`config.mk`:
```
export PLATFORM = sky130hd
export DESIGN_NAME = simdImmUnit
export DESIGN_NICKNAME = d
export VERILOG_FILES = /design/src/rtl/simd_imm_pkg.sv /design/src/rtl/simdImmCtrl.sv /design/src/rtl/simdImmDatapath.sv /design/src/rtl/simdImmUnit.sv
export SDC_FILE = /design/constraint.sdc
export NUM_CORES = 1
export LEC_CHECK = 0
export CAP_MARGIN = 20
export CORE_MARGIN = 5
export CORE_UTILIZATION = 39
export DETAILED_ROUTE_END_ITERATION = 7
export HOLD_SLACK_MARGIN = 0.02
export PLACE_DENSITY = 0.74
export SKIP_LAST_GASP = 1
export SLEW_MARGIN = 15
export SYNTH_ARGS = -nofsm -noshare
export SYNTH_HDL_FRONTEND = slang
export SYNTH_SLANG_ARGS = --single-unit
```
`constraint.sdc`:
```
create_clock -name clk -period 1.58 [get_ports clk]
set_clock_uncertainty 0.1 [all_clocks]
set_input_delay 0.237 -clock clk [delete_from_list [all_inputs] [get_ports clk]]
set_output_delay 0.237 -clock clk [all_outputs]
set_load 0.005 [all_outputs]
```
`src/rtl/simd_imm_pkg.sv`:
```
package simd_imm_pkg;
  localparam int VEC_W  = 128;
  localparam int HALF_W = VEC_W / 2;
  localparam int IMM_W  = 8;
  localparam int CODE_W = 5;

  typedef struct packed {
    logic isMove;
    logic isMoveInv;
    logic isOrr;
    logic isBic;
    logic isFmov;
    logic legal;
  } ctlStrobe_t;
endpackage

```
`src/rtl/simdImmCtrl.sv`:
```
module simdImmCtrl
  import simd_imm_pkg::*;
(
  input  logic       clk,
  input  logic       rstN,
  input  logic       inValid,
  input  logic       op,
  input  logic [3:0] cmode,
  input  logic       q,
  output ctlStrobe_t strobe,
  output logic       wrEn,
  output logic       illegal
);
  logic [CODE_W-1:0] code;
  assign code = {op, cmode};

  always_comb begin
    strobe = '0;
    casez (code)
      5'b0_0??0, 5'b0_10?0, 5'b0_110?, 5'b?_1110: strobe.isMove    = 1'b1;
      5'b1_0??0, 5'b1_10?0, 5'b1_110?:            strobe.isMoveInv = 1'b1;
      5'b0_0??1, 5'b0_10?1:                       strobe.isOrr     = 1'b1;
      5'b1_0??1, 5'b1_10?1:                       strobe.isBic     = 1'b1;
      5'b1_1111:                                  strobe.isFmov    = q;
      default:                                    strobe           = '0;
    endcase
    strobe.legal = strobe.isMove | strobe.isMoveInv | strobe.isOrr |
                   strobe.isBic | strobe.isFmov;
  end

  always_ff @(posedge clk) begin
    if (!rstN) begin
      wrEn    <= 1'b0;
      illegal <= 1'b0;
    end else begin
      wrEn    <= inValid & strobe.legal;
      illegal <= inValid & ~strobe.legal;
    end
  end

  // at most one class flag is raised
  p_one_class_r8: assert property (@(posedge clk) disable iff (!rstN)
    $onehot0({strobe.isMove, strobe.isMoveInv, strobe.isOrr, strobe.isBic, strobe.isFmov}));

  // floating move only with full width
  p_fmov_needs_q_r7: assert property (@(posedge clk) disable iff (!rstN)
    strobe.isFmov |-> q);

  // outcome flags exclusive
  p_excl_flags_r8: assert property (@(posedge clk) disable iff (!rstN)
    !(wrEn && illegal));

  // any outcome follows a request
  p_latency_r2: assert property (@(posedge clk) disable iff (!rstN)
    inValid |=> (wrEn || illegal));

  p_idle_r2: assert property (@(posedge clk) disable iff (!rstN)
    !inValid |=> (!wrEn && !illegal));
endmodule

```
`src/rtl/simdImmDatapath.sv`:
```
module simdImmDatapath
  import simd_imm_pkg::*;
(
  input  logic             clk,
  input  logic             rstN,
  input  logic             inValid,
  input  logic             op,
  input  logic [3:0]       cmode,
  input  logic             q,
  input  logic [IMM_W-1:0] imm8,
  input  logic [VEC_W-1:0] dstVec,
  input  ctlStrobe_t       strobe,
  output logic [VEC_W-1:0] result
);
  localparam int NBYTES = HALF_W / 8;

  logic [HALF_W-1:0] bitBytes;
  logic [HALF_W-1:0] fpPat;
  logic [HALF_W-1:0] pattern;
  logic [31:0]       lane32;
  logic [15:0]       lane16;
  logic [HALF_W-1:0] loVal, hiFull, hiVal;

  genvar g;
  generate
    for (g = 0; g < NBYTES; g++) begin : g_bitByte
      assign bitBytes[g*8 +: 8] = {8{imm8[g]}};
    end
  endgenerate

  assign fpPat = {imm8[7], ~imm8[6], {8{imm8[6]}}, imm8[5:0], 48'h0};

  always_comb begin
    lane32  = '0;
    lane16  = '0;
    pattern = '0;
    if (!cmode[3]) begin
      lane32  = {24'h0, imm8} << {cmode[2:1], 3'b000};
      pattern = {2{lane32}};
    end else if (cmode[3:2] == 2'b10) begin
      lane16  = {8'h0, imm8} << {cmode[1], 3'b000};
      pattern = {4{lane16}};
    end else if (cmode[3:1] == 3'b110) begin
      lane32  = cmode[0] ? {8'h00, imm8, 16'hFFFF} : {16'h0000, imm8, 8'hFF};
      pattern = {2{lane32}};
    end else if (!cmode[0]) begin
      pattern = op ? bitBytes : {NBYTES{imm8}};
    end else begin
      pattern = fpPat;
    end
  end

  function automatic logic [HALF_W-1:0] applyHalf(input ctlStrobe_t s,
                                                   input logic [HALF_W-1:0] pat,
                                                   input logic [HALF_W-1:0] dst);
    if (s.isMoveInv)  return ~pat;
    else if (s.isOrr) return dst | pat;
    else if (s.isBic) return dst & ~pat;
    else              return pat;
  endfunction

  always_comb begin
    loVal  = applyHalf(strobe, pattern, dstVec[HALF_W-1:0]);
    hiFull = applyHalf(strobe, pattern, dstVec[VEC_W-1:HALF_W]);
    hiVal  = q ? hiFull : '0;
  end

  always_ff @(posedge clk) begin
    if (!rstN)        result <= '0;
    else if (inValid) result <= strobe.legal ? {hiVal, loVal} : '0;
  end

  // undefined code leaves a cleared result
  p_illegal_clear_r7: assert property (@(posedge clk) disable iff (!rstN)
    (inValid && !strobe.legal) |=> (result == '0));

  // half width zeroes the upper half
  p_upper_zero_r9: assert property (@(posedge clk) disable iff (!rstN)
    (inValid && !q) |=> (result[VEC_W-1:HALF_W] == '0));

  // no request, no change
  p_hold_r2: assert property (@(posedge clk) disable iff (!rstN)
    !inValid |=> $stable(result));
endmodule

```
`src/rtl/simdImmUnit.sv`:
```
module simdImmUnit
  import simd_imm_pkg::*;
(
  input  logic         clk,
  input  logic         rstN,
  input  logic         inValid,
  input  logic         op,
  input  logic [3:0]   cmode,
  input  logic         q,
  input  logic [7:0]   imm8,
  input  logic [127:0] dstVec,
  output logic [127:0] result,
  output logic         wrEn,
  output logic         illegal
);
  ctlStrobe_t strobe;

  simdImmCtrl u_ctrl (
    .clk(clk), .rstN(rstN), .inValid(inValid), .op(op), .cmode(cmode), .q(q),
    .strobe(strobe), .wrEn(wrEn), .illegal(illegal)
  );

  simdImmDatapath u_dp (
    .clk(clk), .rstN(rstN), .inValid(inValid), .op(op), .cmode(cmode), .q(q),
    .imm8(imm8), .dstVec(dstVec), .strobe(strobe), .result(result)
  );

  // illegal result never written
  p_illegal_no_data_r8: assert property (@(posedge clk) disable iff (!rstN)
    illegal |-> (result == '0));
endmodule

```
-- Word-level counts from Yosys, hierarchy flattened
Index checks and enable logic that the tools add are counted.
- flip-flop bits (word level): 130
- output and inout bits: 130
- equal/unequal tests: 13
- shift-type cells: 2
- muxes and demuxes: 19
- bitwise logic cells: 13
- reduce and logical (&&, ||, !) cells: 5
- operator list (operator ; count):
    64-bit two-way mux ; 10
    64-bit bitwise AND ; 2
    128-bit two-way mux ; 1
    64-bit bitwise OR ; 2
    63-bit two-way mux ; 2
    64-bit inverter ; 1
    8-bit by 5-bit << shifter with 32-bit output ; 1
    24-bit two-way mux ; 1
    4-bit equality test, second input constant ; 4
    8-bit by 4-bit << shifter with 16-bit output ; 1
    4-bit by 3-bit equality test with 1-bit output, second input constant ; 3
    3-bit equality test, second input constant ; 3
    5-bit equality test, second input constant ; 1
    1-bit two-way mux ; 5
    1-bit bitwise OR ; 4
    2-bit OR reduction ; 2
    4-bit OR reduction ; 1
    3-bit by 1-bit equality test with 1-bit output, second input constant ; 1
    3-bit logical NOT ; 1
    3-bit OR reduction ; 1
    1-bit bitwise AND ; 2
    2-bit equality test, second input constant ; 1
    1-bit inverter ; 2

-- Depth between registers and ports, before layout
- depth in word-level cells: 12
- gate-level depth with buffers: 9
- mapped depth without buffers: 6

-- Hierarchy
Synthesis repeated with hierarchy kept, for this count alone.
- cells, all modules: 963
- area, all modules: 7840.0 um^2
- modules (own cells, without submodules) (module ; times used ; cells an instance ; area an instance (um^2)):
    simdImmDatapath ; 1 ; 943 ; 7682.4
    simdImmCtrl ; 1 ; 20 ; 157.7

-- Least setup slack after synthesis
Ideal clock, no wire load.
- path type: input-to-reg
- start point: input port cmode[0]
- end point: register u_dp.result[11]
- setup time: 120 ps
- arrival: 1518 ps
- data required time: 1360 ps
- slack: -158 ps
- cell stages on the path: 6
- path through: buf_2 -> nand3b_1 -> o211ai_1 -> a21o_1 -> o221ai_1 -> a211o_1
- cells in the longest elaborated chain, start to end: 10
- ends and longest elaborated chain (element ; line ; source):
    start, declared ; simdImmUnit.sv:8 ; input logic [3:0] cmode,
    63-bit two-way mux or 24-bit two-way mux (tied branches) ; simdImmDatapath.sv:46, simdImmDatapath.sv:44 ;
    64-bit two-way mux ; simdImmDatapath.sv:43 ; end else if (cmode[3:1] == 3'b110) begin
    64-bit two-way mux ; simdImmDatapath.sv:40 ; end else if (cmode[3:2] == 2'b10) begin
    64-bit two-way mux ; simdImmDatapath.sv:37 ; if (!cmode[3]) begin
    64-bit inverter ; simdImmDatapath.sv:56, simdImmDatapath.sv:58 ;
    64-bit bitwise AND ; simdImmDatapath.sv:58 ; else if (s.isBic) return dst & ~pat;
    64-bit two-way mux ; simdImmDatapath.sv:58 ;
    64-bit two-way mux ; simdImmDatapath.sv:57 ; else if (s.isOrr) return dst | pat;
    64-bit two-way mux ; simdImmDatapath.sv:56 ; if (s.isMoveInv) return ~pat;
    128-bit two-way mux (*) ; simdImmDatapath.sv:70 ; else if (inValid) result <= strobe.legal ? {hiVal, loVal} : '0;
    end signal, assigned ; simdImmDatapath.sv:70 ;
    end, declared ; simdImmDatapath.sv:13 ; output logic [VEC_W-1:0] result
Mark *: on every way between the ends. The rest lies on a longest branch, timed or not.
A chain may end at the register's enable or synchronous reset.

-- Final worst setup path
- start point: input port cmode[0]
- end point: register u_dp.result[68]
- cells in the longest elaborated chain, start to end: 11
- ends and longest elaborated chain (element ; line ; source):
    63-bit two-way mux ; simdImmDatapath.sv:46 ; end else if (!cmode[0]) begin
    64-bit two-way mux ; simdImmDatapath.sv:43 ;
    64-bit two-way mux ; simdImmDatapath.sv:40 ;
    64-bit two-way mux ; simdImmDatapath.sv:37 ;
    64-bit inverter ; simdImmDatapath.sv:56, simdImmDatapath.sv:58 ;
    64-bit bitwise AND ; simdImmDatapath.sv:58 ;
    64-bit two-way mux ; simdImmDatapath.sv:58 ;
    64-bit two-way mux ; simdImmDatapath.sv:57 ;
    64-bit two-way mux ; simdImmDatapath.sv:56 ;
    64-bit two-way mux ; simdImmDatapath.sv:65 ; hiVal = q ? hiFull : '0;
    128-bit two-way mux (*) ; simdImmDatapath.sv:70 ;
Marked as above.

==> impl_results.md <==
* Die height at 156 um
* Kind of critical path: in2reg
* Slew @ Worst Pin at 0.484 ns
* FF+latch count, synth at 130
* Area delta synth->final at 71.7%
* Post-Synth Adder-Cell Area at 1.10%
* Worst Setup End Kind: flip-flop
* Final-report setup violation count at 7
* Clock Path Buffers at 2
* Row count at 53
* Tcrit/Tclk final at 101%
* Area contributors post-synth: dfxtp_1, nand2_1, a21oi_1, a32o_1, o21ai_0
* Synth Area in Compound Gates at 37.8%
* DRC viols at 0
* Post-synth EDFFs at 0
* Drt total wl at 41100 um
* Hold path start: cmode[1]
* Power Density at 792 nW/um^2
* M1 WL at 16400 um
* Die Wd at 156 um
* Initial antenna violation count at 0
* Post-synthesis cell count at 1070
* Initial Util at 39.5%
* Share of the core filled with cells at 67.9%
* Post-synthesis mux area share at 0.527%
* Fin crit period at 1.60 ns
* ANT cells at 0
* Worst reg-to-reg path cell count at 2
* Post-synth top area share at 31.3%
* Crit-path slowest cell: a32o_1
* GRT Util Overall at 31.8%
* Pleak at 6.48 nW
* Num CTS Buffers at 17
* Gpl congestion at 0.967
* Post-route cell area at 14300 sq um
* Drt pass-1 iters at 5
* Final hold violation count at 0
* Seq/Total Area, Yosys at 31.3%
* Post-Synth Simple-Gate Area at 22.0%
* Post-Syn Area at 8310 sq um
* Core area at 21000 sq um
* Fillcell total at 1747
* Via count at 11000
* R2R Path End: u_dp.result[47]$_SDFFE_PN0P_
* Die ar. at 24300 sq um
* Max incr delay on CP at 0.25 ns
* XOR/XNOR share of the synthesized area at 0.316%
* Proportion of layout cells with a drive suffix above 1 at 28.9%
* Clk Latency, worst-skew pair at 0.43 ns
* Hold Path End: u_dp.result[118]$_SDFFE_PN0P_
* Largest family of logic cells by synthesized area: compound AO/OA/AOI/OAI gates
* Failing checks: setup timing
* HP Class: in2reg
* Highest Signal Layer: met4
* WL/cell at 22.3 um
* Max Transition Viols Final at 0
* Syn Nets at 1215
* # port buffers at 274
* Clock transition at the registers of the reported paths at 0.06 ns
* NumNets Final at 1699
* WP data arrival at 1.82 ns
* Crit path top cell by count: buf_4
* Async S/R FF share, synth at 0%
* Root Buffer: clkbuf_16
* Crit path required time at 1.79 ns
* Max_slew headroom at 67.5%
* Synth warn at 0
* Pin count of the biggest net entering global routing at 36
* First-pass GRT wire length at 60900 um
* Drt via density at 6.00
* Iteration-0 DRC Markers at 1199
* ANT nets after route at 0
* Detailed-placement wirelength estimate at 31500 um
* Register area at 2620 sq um
* Yosys top cell by area: dfxtp_1
* Worst Setup Start Kind: input port
* Area of the multi-input gates at 5530 sq um
* VDD IR max at 0.687 mV
* Syn Area/Cell at 7.77 sq um
* Placed inst area at 13300 sq um
* Commonest non-fill, non-tap cell in the layout: buf_4
* IO Pins at 275
* Synth cell types at 81
* Wire length on met3 at 4150 um
* GRT overflow at 0
* WHS Path Cells at 4
* R2R Setup Slk at 0.64 ns
* Main synth FF type: dfxtp_1
* Sink count of the clock tree at 130
* Max Cap Viol at 0
* Critical path buffers and inverters at 4
* Max FO, Critical Path at 12
* RSZ-0062 raised after global routing: yes
* RR Startpoint: u_dp.result[47]$_SDFFE_PN0P_
* Crit-path cells: buf_4 -> buf_4 -> nand3b_1 -> buf_4 -> a32oi_2 -> buf_4 -> nor2_1 -> nand2_1 -> a32o_1
* Met2 WL post-DR at 19300 um
* Fmax at 0.624 GHz
* Final worst slack at -0.0222 ns
* Vias in the first global route at 11000
* Crit path max-delay family: buffers and inverters
* H-tree depth at 4
* Outcome: complete, but fails checks
* Commonest cells after routing, fill and taps aside: buf_4, nand2_1, dlygate4sd2_1, clkdlybuf4s50_1, dfxtp_1
* CTS tree: built
[per-stage QoR]
stage / hold WS, ns / TNS [ns] / cells / power [mW] / setup slack [ns]
4_1_cts: 0.283 / 0 / 1835 / 11.1 / 0.00403
2_1_floorplan: 0.290 / -2.19 / 1070 / 5.10 / -0.101
3_3_place_gp: 0.333 / -70.72 / 1794 / 6.95 / -0.773
6_report: 0.310 / -0.0843 / 1841 / 11.3 / -0.0222
3_5_place_dp: 0.340 / -73.26 / 1794 / 6.99 / -0.766
5_1_grt: 0.298 / -0.374 / 1841 / 11.7 / -0.0558
[worst register-to-register path: cells and delay by family (launching register included)]
family	cells	cell delay (ns)
compound gates	1	0.33
flops	1	0.31
simple gates	1	0.09
[timing repair]
item | CTS | global route
setup endpoints to repair | 252 | 75
gates cloned | 2 | 3
endpoints found under the hold margin | 0 | 0
setup buffers | 8 | 3
hold buffers | 0 | 0
pin swaps | 10 | 14
resized for setup | 181 | 67
[cells by family (layout without fill, tap and decap cells)]
group	count (synthesis)	count (layout)
AO/OA/AOI/OAI	438	438
XOR/XNOR	3	3
adder cells (fa/ha/maj)	9	9
multiplexers	4	4
flip-flops	130	130
AND/OR/NAND/NOR	372	372
buffers and inverters	114	610
[where the power goes]
group | switching (mW) | internal [mW]
clock | 1.62 | 2.68
combinational | 1.67 | 1.71
sequential | 0.126 | 3.51
[cell type report]
cell class | count | share of cell area (%)
Multi-Input combinational cell | 826 | 38.7
Timing Repair Buffer | 569 | 35.8
Sequential cell | 130 | 18.4
Clock buffer | 18 | 3.08
Tap cell | 275 | 2.41
Clock inverter | 13 | 1.30
Inverter | 10 | 0.280
[Yosys cell counts (7+ instances only)]
| cell type | number |
|---|---|
| nand4_1 | 12 |
| o31ai_1 | 15 |
| a311oi_1 | 14 |
| and3_1 | 10 |
| a221o_1 | 18 |
| a32o_1 | 51 |
| clkbuf_1 | 38 |
| a31oi_1 | 10 |
| nand2_1 | 182 |
| maj3_1 | 8 |
| a221oi_1 | 12 |
| o211ai_1 | 10 |
| nand3_1 | 26 |
| a22o_1 | 16 |
| nand2b_1 | 28 |
| a211o_1 | 12 |
| a211oi_1 | 7 |
| o21ai_0 | 63 |
| and2_1 | 9 |
| dfxtp_1 | 130 |
| nor3_1 | 15 |
| o22ai_1 | 9 |
| o21ai_1 | 14 |
| a21o_1 | 31 |
| buf_4 | 11 |
| a21oi_1 | 111 |
| nor2b_1 | 18 |
| nor2_1 | 33 |
| inv_1 | 7 |
| buf_2 | 47 |
[how the worst max path moves through the flow]
stage / startpoint / endpoint / slack, ns / depth (start not counted)
after floorplan: cmode[0] / u_dp.result[11]$_SDFFE_PN0P_ / -0.10 / 6
after global placement: imm8[1] / u_dp.result[10]$_SDFFE_PN0P_ / -0.77 / 8
after detailed placement: imm8[1] / u_dp.result[8]$_SDFFE_PN0P_ / -0.77 / 8
after CTS: q / u_dp.result[12]$_SDFFE_PN0P_ / 0.004 / 7
after global routing: cmode[0] / u_dp.result[41]$_SDFFE_PN0P_ / -0.06 / 10
final: cmode[0] / u_dp.result[68]$_SDFFE_PN0P_ / -0.02 / 9
[registers in the layout, summed over array words and instances (netlist names)]
| register | count |
|---|---|
| u_dp.result | 128 |
| u_ctrl.illegal | 1 |
| u_ctrl.wrEn | 1 |
[per-layer routing]
layer / GRT usage, % / up-vias
li1: - / 5025
met1: 40.1 / 5261
met2: 52.1 / 665
met3: 7.46 / 97
met4: 13.4 / 0
met5: 0 / -
Note: power is estimated with default switching activity, not from simulation.
